<file path="config.mk">
export PLATFORM = sky130hd
export DESIGN_NAME = pal_dequant
export DESIGN_NICKNAME = d
export VERILOG_FILES = /design/src/rtl/pal_pkg.sv /design/src/rtl/pal_codebook.sv /design/src/rtl/pal_unpack.sv /design/src/rtl/pal_dequant.sv
export SDC_FILE = /design/constraint.sdc
export NUM_CORES = 2
export LEC_CHECK = 0
export BUFFER_PORTS_ARGS = -buffer_cell sky130_fd_sc_hd__buf_2
export CAP_MARGIN = 20
export CORE_UTILIZATION = 45
export DETAILED_ROUTE_END_ITERATION = 12
export PLACE_DENSITY = 0.67
export SYNTH_ARGS = -nofsm -noshare
export SYNTH_HDL_FRONTEND = slang
export SYNTH_SLANG_ARGS = --single-unit
</file>
<file path="constraint.sdc">
create_clock -name clk -period 17.8 [get_ports clk]
set_input_delay 0.89 -clock clk [delete_from_list [all_inputs] [get_ports clk]]
set_output_delay 0.89 -clock clk [all_outputs]
set_load 0.005 [all_outputs]
</file>
<file path="src/rtl/pal_pkg.sv">
package pal_pkg;

    // Width code to index width in bits; 0 marks an illegal code.
    function automatic logic [3:0] width_of(input logic [2:0] code);
        case (code)
            3'd0:    return 4'd1;
            3'd1:    return 4'd2;
            3'd2:    return 4'd3;
            3'd3:    return 4'd4;
            3'd4:    return 4'd6;
            3'd5:    return 4'd8;
            default: return 4'd0;
        endcase
    endfunction

    // 8-bit float (bias 7, NaN only at all-ones) to fp16; exact.
    function automatic logic [15:0] fp8_to_half(input logic [7:0] c);
        logic       s;
        logic [3:0] e;
        logic [2:0] m;
        s = c[7];
        e = c[6:3];
        m = c[2:0];
        if (e == 4'hF && m == 3'h7) return 16'h7E00;
        if (e == 4'd0) begin
            case (m)
                3'd0:        return {s, 15'd0};
                3'd1:        return {s, 5'd6, 10'd0};
                3'd2, 3'd3:  return {s, 5'd7, m[0], 9'd0};
                default:     return {s, 5'd8, m[1:0], 8'd0};
            endcase
        end
        return {s, 5'({1'b0, e}) + 5'd8, m, 7'd0};
    endfunction

    // fp16 times fp16, round to nearest even, overflow to infinity.
    function automatic logic [15:0] half_mul(input logic [15:0] a, input logic [15:0] b);
        logic        s, a_nan, a_inf, a_zero, b_nan, b_inf, b_zero, g, st;
        logic [10:0] sa, sb;
        logic [63:0] p, kept, mask;
        int          ea, eb, lead, ex, sh, bits;
        s      = a[15] ^ b[15];
        a_nan  = (a[14:10] == 5'h1F) && (a[9:0] != 10'd0);
        a_inf  = (a[14:10] == 5'h1F) && (a[9:0] == 10'd0);
        a_zero = (a[14:0] == 15'd0);
        b_nan  = (b[14:10] == 5'h1F) && (b[9:0] != 10'd0);
        b_inf  = (b[14:10] == 5'h1F) && (b[9:0] == 10'd0);
        b_zero = (b[14:0] == 15'd0);
        if (a_nan || b_nan || (a_inf && b_zero) || (b_inf && a_zero)) return 16'h7E00;
        if (a_inf || b_inf) return {s, 15'h7C00};
        if (a_zero || b_zero) return {s, 15'd0};
        sa = {a[14:10] != 5'd0, a[9:0]};
        sb = {b[14:10] != 5'd0, b[9:0]};
        ea = (a[14:10] == 5'd0) ? 1 : int'(a[14:10]);
        eb = (b[14:10] == 5'd0) ? 1 : int'(b[14:10]);
        p  = {53'd0, sa} * {53'd0, sb};
        lead = 0;
        for (int i = 0; i < 22; i++) if (p[i]) lead = i;
        ex = lead + ea + eb - 35;
        sh = (ex >= 1) ? lead - 10 : lead - 9 - ex;
        g  = 1'b0;
        st = 1'b0;
        mask = '0;
        if (sh <= 0) begin
            kept = p << (-sh);
        end else if (sh > 40) begin
            kept = '0;
            st   = 1'b1;
        end else begin
            kept = p >> sh;
            g    = p[sh-1];
            mask = (64'd1 << (sh - 1)) - 64'd1;
            st   = |(p & mask);
        end
        if (g && (st || kept[0])) kept = kept + 64'd1;
        bits = ((ex >= 1) ? ex - 1 : 0) * 1024 + int'(kept[11:0]);
        if (bits >= 32'h7C00) return {s, 15'h7C00};
        return {s, bits[14:0]};
    endfunction

endpackage

</file>
<file path="src/rtl/pal_codebook.sv">
module pal_codebook #(
    parameter int IDX_W = 8,
    parameter int CODE_W = 8
) (
    input  logic              clk,
    input  logic              wr_en,
    input  logic [IDX_W-1:0]  wr_addr,
    input  logic [CODE_W-1:0] wr_data,
    input  logic [IDX_W-1:0]  rd_addr,
    output logic [CODE_W-1:0] rd_data
);
    localparam int DEPTH = 1 << IDX_W;

    logic [CODE_W-1:0] mem_q [DEPTH];

    always_ff @(posedge clk) begin
        if (wr_en) mem_q[wr_addr] <= wr_data;
    end

    assign rd_data = mem_q[rd_addr];
endmodule

</file>
<file path="src/rtl/pal_unpack.sv">
module pal_unpack #(
    parameter int WORD_W = 32,
    parameter int IDX_W  = 8,
    parameter int NEED_W = 20
) (
    input  logic              clk,
    input  logic              rst_n,
    input  logic              load,
    input  logic [NEED_W-1:0] load_bits,
    input  logic [3:0]        width,
    input  logic              in_valid,
    input  logic [WORD_W-1:0] in_data,
    output logic              in_ready,
    input  logic              take,
    output logic              idx_avail,
    output logic [IDX_W-1:0]  idx
);
    localparam int BUF_W  = 2 * WORD_W;
    localparam int FILL_W = $clog2(BUF_W) + 1;

    typedef struct packed {
        logic [BUF_W-1:0]  bits;
        logic [FILL_W-1:0] fill;
        logic [NEED_W-1:0] need;
    } unp_t;

    unp_t s_d, s_q;

    logic [FILL_W-1:0] wfill, cons, fmid;
    logic [BUF_W-1:0]  shifted;
    logic [IDX_W:0]    one_sh;
    logic [IDX_W-1:0]  mask;

    assign wfill     = FILL_W'(width);
    assign in_ready  = (s_q.need != '0) && (s_q.fill <= FILL_W'(WORD_W));
    assign idx_avail = s_q.fill >= wfill;
    assign one_sh    = (IDX_W + 1)'(1) << width;
    assign mask      = one_sh[IDX_W-1:0] - IDX_W'(1);
    assign idx       = s_q.bits[IDX_W-1:0] & mask;

    always_comb begin
        s_d     = s_q;
        cons    = take ? wfill : '0;
        shifted = s_q.bits >> cons;
        fmid    = s_q.fill - cons;
        if (load) begin
            s_d      = '0;
            s_d.need = load_bits;
        end else if (in_valid && in_ready) begin
            s_d.bits = shifted | ({{WORD_W{1'b0}}, in_data} << fmid);
            s_d.fill = fmid + FILL_W'(WORD_W);
            s_d.need = (s_q.need > NEED_W'(WORD_W)) ? s_q.need - NEED_W'(WORD_W) : '0;
        end else begin
            s_d.bits = shifted;
            s_d.fill = fmid;
        end
    end

    always_ff @(posedge clk or negedge rst_n) begin
        if (!rst_n) s_q <= '0;
        else        s_q <= s_d;
    end

    // An index is only consumed when enough bits are buffered.
    p_take_avail_r1: assert property (@(posedge clk) disable iff (!rst_n)
        take |-> idx_avail);

    // A new job starts from an empty buffer: leftovers are gone.
    p_load_clears_r7: assert property (@(posedge clk) disable iff (!rst_n)
        load |=> !idx_avail);
endmodule

</file>
<file path="src/rtl/pal_dequant.sv">
module pal_dequant #(
    parameter int CNT_W  = 16,
    parameter int IDX_W  = 8,
    parameter int WORD_W = 32
) (
    input  logic              clk,
    input  logic              rst_n,
    input  logic              start,
    input  logic [2:0]        cfg_width,
    input  logic [CNT_W-1:0]  cfg_count,
    input  logic [15:0]       cfg_scale,
    input  logic [7:0]        cfg_zero_point,
    input  logic              cb_wr_en,
    input  logic [IDX_W-1:0]  cb_wr_addr,
    input  logic [7:0]        cb_wr_data,
    input  logic              in_valid,
    input  logic [WORD_W-1:0] in_data,
    output logic              in_ready,
    output logic              out_valid,
    output logic [15:0]       out_data,
    input  logic              out_ready,
    output logic              busy,
    output logic              done,
    output logic              cfg_err
);
    import pal_pkg::*;

    localparam int NEED_W = CNT_W + $clog2(IDX_W) + 1;

    typedef struct packed {
        logic             busy;
        logic [CNT_W-1:0] left;
        logic [2:0]       wcode;
        logic [15:0]      scale;
        logic             ov;
        logic [15:0]      od;
        logic             olast;
        logic             done;
        logic             err;
    } ctl_t;

    ctl_t c_d, c_q;

    logic              load, issue, idx_avail;
    logic [IDX_W-1:0]  idx;
    logic [7:0]        cb_rd;
    logic [NEED_W-1:0] load_bits;
    logic [3:0]        wval;

    assign wval      = width_of(c_q.wcode);
    assign load_bits = NEED_W'(width_of(cfg_width)) * NEED_W'(cfg_count);
    assign issue     = c_q.busy && (c_q.left != '0) && idx_avail && (!c_q.ov || out_ready);

    pal_unpack #(.WORD_W(WORD_W), .IDX_W(IDX_W), .NEED_W(NEED_W)) u_unpack (
        .clk       (clk),
        .rst_n     (rst_n),
        .load      (load),
        .load_bits (load_bits),
        .width     (wval),
        .in_valid  (in_valid),
        .in_data   (in_data),
        .in_ready  (in_ready),
        .take      (issue),
        .idx_avail (idx_avail),
        .idx       (idx)
    );

    pal_codebook #(.IDX_W(IDX_W), .CODE_W(8)) u_cb (
        .clk     (clk),
        .wr_en   (cb_wr_en && !c_q.busy),
        .wr_addr (cb_wr_addr),
        .wr_data (cb_wr_data),
        .rd_addr (idx),
        .rd_data (cb_rd)
    );

    always_comb begin
        c_d      = c_q;
        c_d.done = 1'b0;
        c_d.err  = 1'b0;
        load     = 1'b0;
        if (c_q.ov && out_ready) c_d.ov = 1'b0;
        if (issue) begin
            c_d.ov    = 1'b1;
            c_d.od    = half_mul(c_q.scale, fp8_to_half(cb_rd));
            c_d.olast = (c_q.left == CNT_W'(1));
            c_d.left  = c_q.left - CNT_W'(1);
        end
        if (c_q.ov && out_ready && c_q.olast) begin
            c_d.done  = 1'b1;
            c_d.busy  = 1'b0;
            c_d.olast = 1'b0;
        end
        if (start && !c_q.busy) begin
            if (cfg_zero_point != 8'd0 || width_of(cfg_width) == 4'd0) begin
                c_d.err = 1'b1;
            end else if (cfg_count == '0) begin
                c_d.done = 1'b1;
            end else begin
                c_d.busy  = 1'b1;
                c_d.left  = cfg_count;
                c_d.wcode = cfg_width;
                c_d.scale = cfg_scale;
                load      = 1'b1;
            end
        end
    end

    always_ff @(posedge clk or negedge rst_n) begin
        if (!rst_n) c_q <= '0;
        else        c_q <= c_d;
    end

    assign out_valid = c_q.ov;
    assign out_data  = c_q.od;
    assign busy      = c_q.busy;
    assign done      = c_q.done;
    assign cfg_err   = c_q.err;

    p_hold_r8: assert property (@(posedge clk) disable iff (!rst_n)
        out_valid && !out_ready |=> out_valid && $stable(out_data));

    p_nan_code_r5: assert property (@(posedge clk) disable iff (!rst_n)
        issue && (cb_rd[6:0] == 7'h7F) |=> out_data == 16'h7E00);

    p_reject_r6: assert property (@(posedge clk) disable iff (!rst_n)
        cfg_err |-> !busy && !out_valid);

    p_idle_ready_r9: assert property (@(posedge clk) disable iff (!rst_n)
        !busy |-> !in_ready);

    p_done_idle_r7: assert property (@(posedge clk) disable iff (!rst_n)
        done |-> !busy && !out_valid);
endmodule

</file>
==> flow_metrics.tcl <==
set metrics [dict create \
    syn_nets 7301 \
    dpl_cell_area_sq_um 110000 \
    clk_pin_slew_worst_paths_ps 60 \
    fin_area_sq_um 120000 \
    portBuffers 117 \
    mostFrequentLayoutCells "2048 x edfxtp_1, 1158 x nand2_1, 836 x buf_4" \
    cts-root-buf "clkbuf_16" \
    worst_pin_slew_ps 1220 \
    rsz0062_at_grt "yes" \
    wl_um 316000 \
    peakVddDrop_uv 292 \
    ys_seq_area_share_pct 64.9 \
    die_w_um 474 \
    cts_made_buffers 217 \
    fin_tns_setup_ps 0 \
    worstPathRequired_ps 18570 \
    max_stage_delay_ps 620 \
    syn_area_sq_um 100000 \
    outcome "finished, final reports clean" \
    syn_inst 7024 \
    fp.dieArea_sq_um 225000 \
    fin_crit_ps 17400 \
    routed_via_density 6.14 \
    yosys_warnings 0 \
    cp_max_fo 6 \
    ant_nets 0 \
    drive_gt1_share_pct 26.3 \
    die_height_um 474 \
    design.core.area_sq_um 222000 \
    critPathSlowestCell "fa_1" \
    fin_nets 8171 \
    cp.arrival_ps 18170 \
    fin_skew_ps 91.7 \
    crit_type "reg -> reg" \
    antenna_found_initial 13 \
    synthDistinctLibCells 118 \
    synthFlopType "edfxtp_1" \
    hold_violations 0 \
    relSlewSlack_pct 18.6 \
    power.density_nw_per_um2 213 \
    cts_tree "done" \
    start_util_pct 45.2 \
    io_pins 118 \
    fin_crit_sh_pct 97.8 \
    setup_viol 0 \
    wl_per_cell_um 28.6 \
    clkSinkCount 2195 \
    drt_iter0_markers 9387 \
    fmax_ghz 0.0575 \
    final_common_cell "edfxtp_1" \
    cts.path.max_buffers 3 \
    gp_congestion 0.981 \
    cp_common_cell "buf_6" \
    drv_slew 0 \
    grt_use_total_pct 27.7 \
    num_vias 67800 \
    ys_async_sr_fraction_pct 6.70 \
    clock_latency_ps 920 \
    ys_ff_latch 2195 \
    area_delta_synth_final_pct 19.7 \
    h-tree-depth 4 \
    cp-start-kind "flip-flop" \
    avgSynthCellArea_sq_um 14.3 \
    critPathCaptureType "flip-flop" \
    worstHoldPathType "in -> async" \
    drcViolationCount 0 \
    dr.pass1.iters 10 \
    synth_edf_count 2048 \
    grt_pass1_vias 65500 \
    maxCapViolations 0 \
    grt_max_degree 126 \
    grt-ovfl-total 0 \
    rows 173 \
    dp_hpwl_um 214000 \
    grt_pass1_wl_um 455000 \
    leakage_nw 42.7 \
]
## per-stage QoR
step                      cells  total power [mW]  hold WS (ps)  utilization [%]  worst slack [ps]
after detailed placement  10500              19.2           470             49.6             -1190
after global routing      11000              26.7           239             54.1              -211
after floorplan            7024              13.1           440                -              3.82
after global placement    10500              19.2           468             49.6             -1040
after CTS                 11000              24.6           158             53.4              5.32
final                     11100              25.6           174             54.2               396
## synthesized netlist by cell type, drive strengths merged, types with 16 or more instances
cell type     n  area, sq um
a221oi       20          175
a311oi       17          155
xnor2        70          632
a21oi       175          883
xor2         22          193
buf         220         1550
mux2         26          293
fa           56         1120
ha          124         1550
o21ai       176          900
dfrtp       147         3680
o31ai        16          120
mux4        411         9260
and2         63          394
nor2b        39          244
nand4        63          394
nand3       293         1480
a211oi       43          323
o211ai       34          269
nor3         91          465
o22ai        27          169
and3         53          337
edfxtp     2048        61500
mux2i       273         2730
nor4         42          269
nand2b       27          169
inv         155          582
or3          17          106
clkbuf      208          781
nor2        466         1760
a31oi        90          578
nand2      1167         4380
a22oi        53          398
a2111oi      19          198
a21o         17          128
## critical path, delay by kind of cell (launching register included)
kind | cells | cell delay, ps
flip-flops | 1 | 410
AO/OA/AOI/OAI | 20 | 3290
adder cells (fa/ha/maj) | 16 | 4840
XOR/XNOR | 1 | 160
buffers and inverters | 20 | 2510
multiplexers | 2 | 300
AND/OR/NAND/NOR | 29 | 5780
## worst paths after layout
path | start | to | slack [ps] | cells after the start
min in group clk | cfg_scale[11] | c_q[31] | 290 | 2
worst min register to register | out_data[2] | out_data[2] | 480 | 2
worst min-delay path | rst_n | c_q[22] | 170 | 1
max in group asynchronous | rst_n | u_unpack.s_q[82] | 16270 | 2
worst max-delay path | c_q[37] | out_data[9] | 400 | 88
worst max register to register | c_q[37] | out_data[9] | 400 | 88
## logic make-up (layout without fill, tap and decap cells)
logic type                 Yosys count  in the layout  synth area share (%)
AOI/OAI and AO/OA                  866            866                  5.89
xor gates and xnor gates            92             92                 0.821
adders and majority gates          180            180                  2.66
buffers and inverters              585           1632                  2.91
DFF                               2195           2195                  64.9
muxes                              710            711                  12.2
other                                0              8                     0
and+or+nand+nor                   2396           2396                  10.6
## layout make-up
class | count | area [sq um]
antenna | 8 | 20.0
clock inverter | 136 | 1780
sequential | 2195 | 65200
fill | 17800 | 102000
multi-input combinational | 4245 | 34200
clock buffer | 261 | 5630
tap | 2975 | 3720
inverter | 157 | 599
timing repair buffer | 1078 | 9170
## where the power goes
part | switching, mW | internal, mW
sequential | 0.125 | 5.78
clock | 2.05 | 2.72
combinational | 8.14 | 6.79
## what timing repair did
| action | in CTS | in global routing |
|---|---|---|
| gates resized for setup | 92 | 236 |
| buffers inserted | 46 | 57 |
| endpoints found under the setup margin | 15 | 15 |
| pin swaps | 50 | 120 |
| gates cloned | 5 | 3 |
| hold buffers | 0 | 0 |
## flip-flops by register name, indices dropped and copies added, names as in the netlist
name,flops
out_data,16
u_cb.mem_q,2048
c_q,36
done,1
cfg_err,1
busy,1
u_unpack.s_q,91
out_valid,1
## per-layer routing
metal	part of all wire (%)	GRT usage, %	vias up
li1	-	-	28600
met1	39	38.2	34300
met2	46	42.8	4155
met3	11	6.33	715
met4	4.0	10.2	8
met5	0.016	0	-
Power figures use the tool's default switching activity.
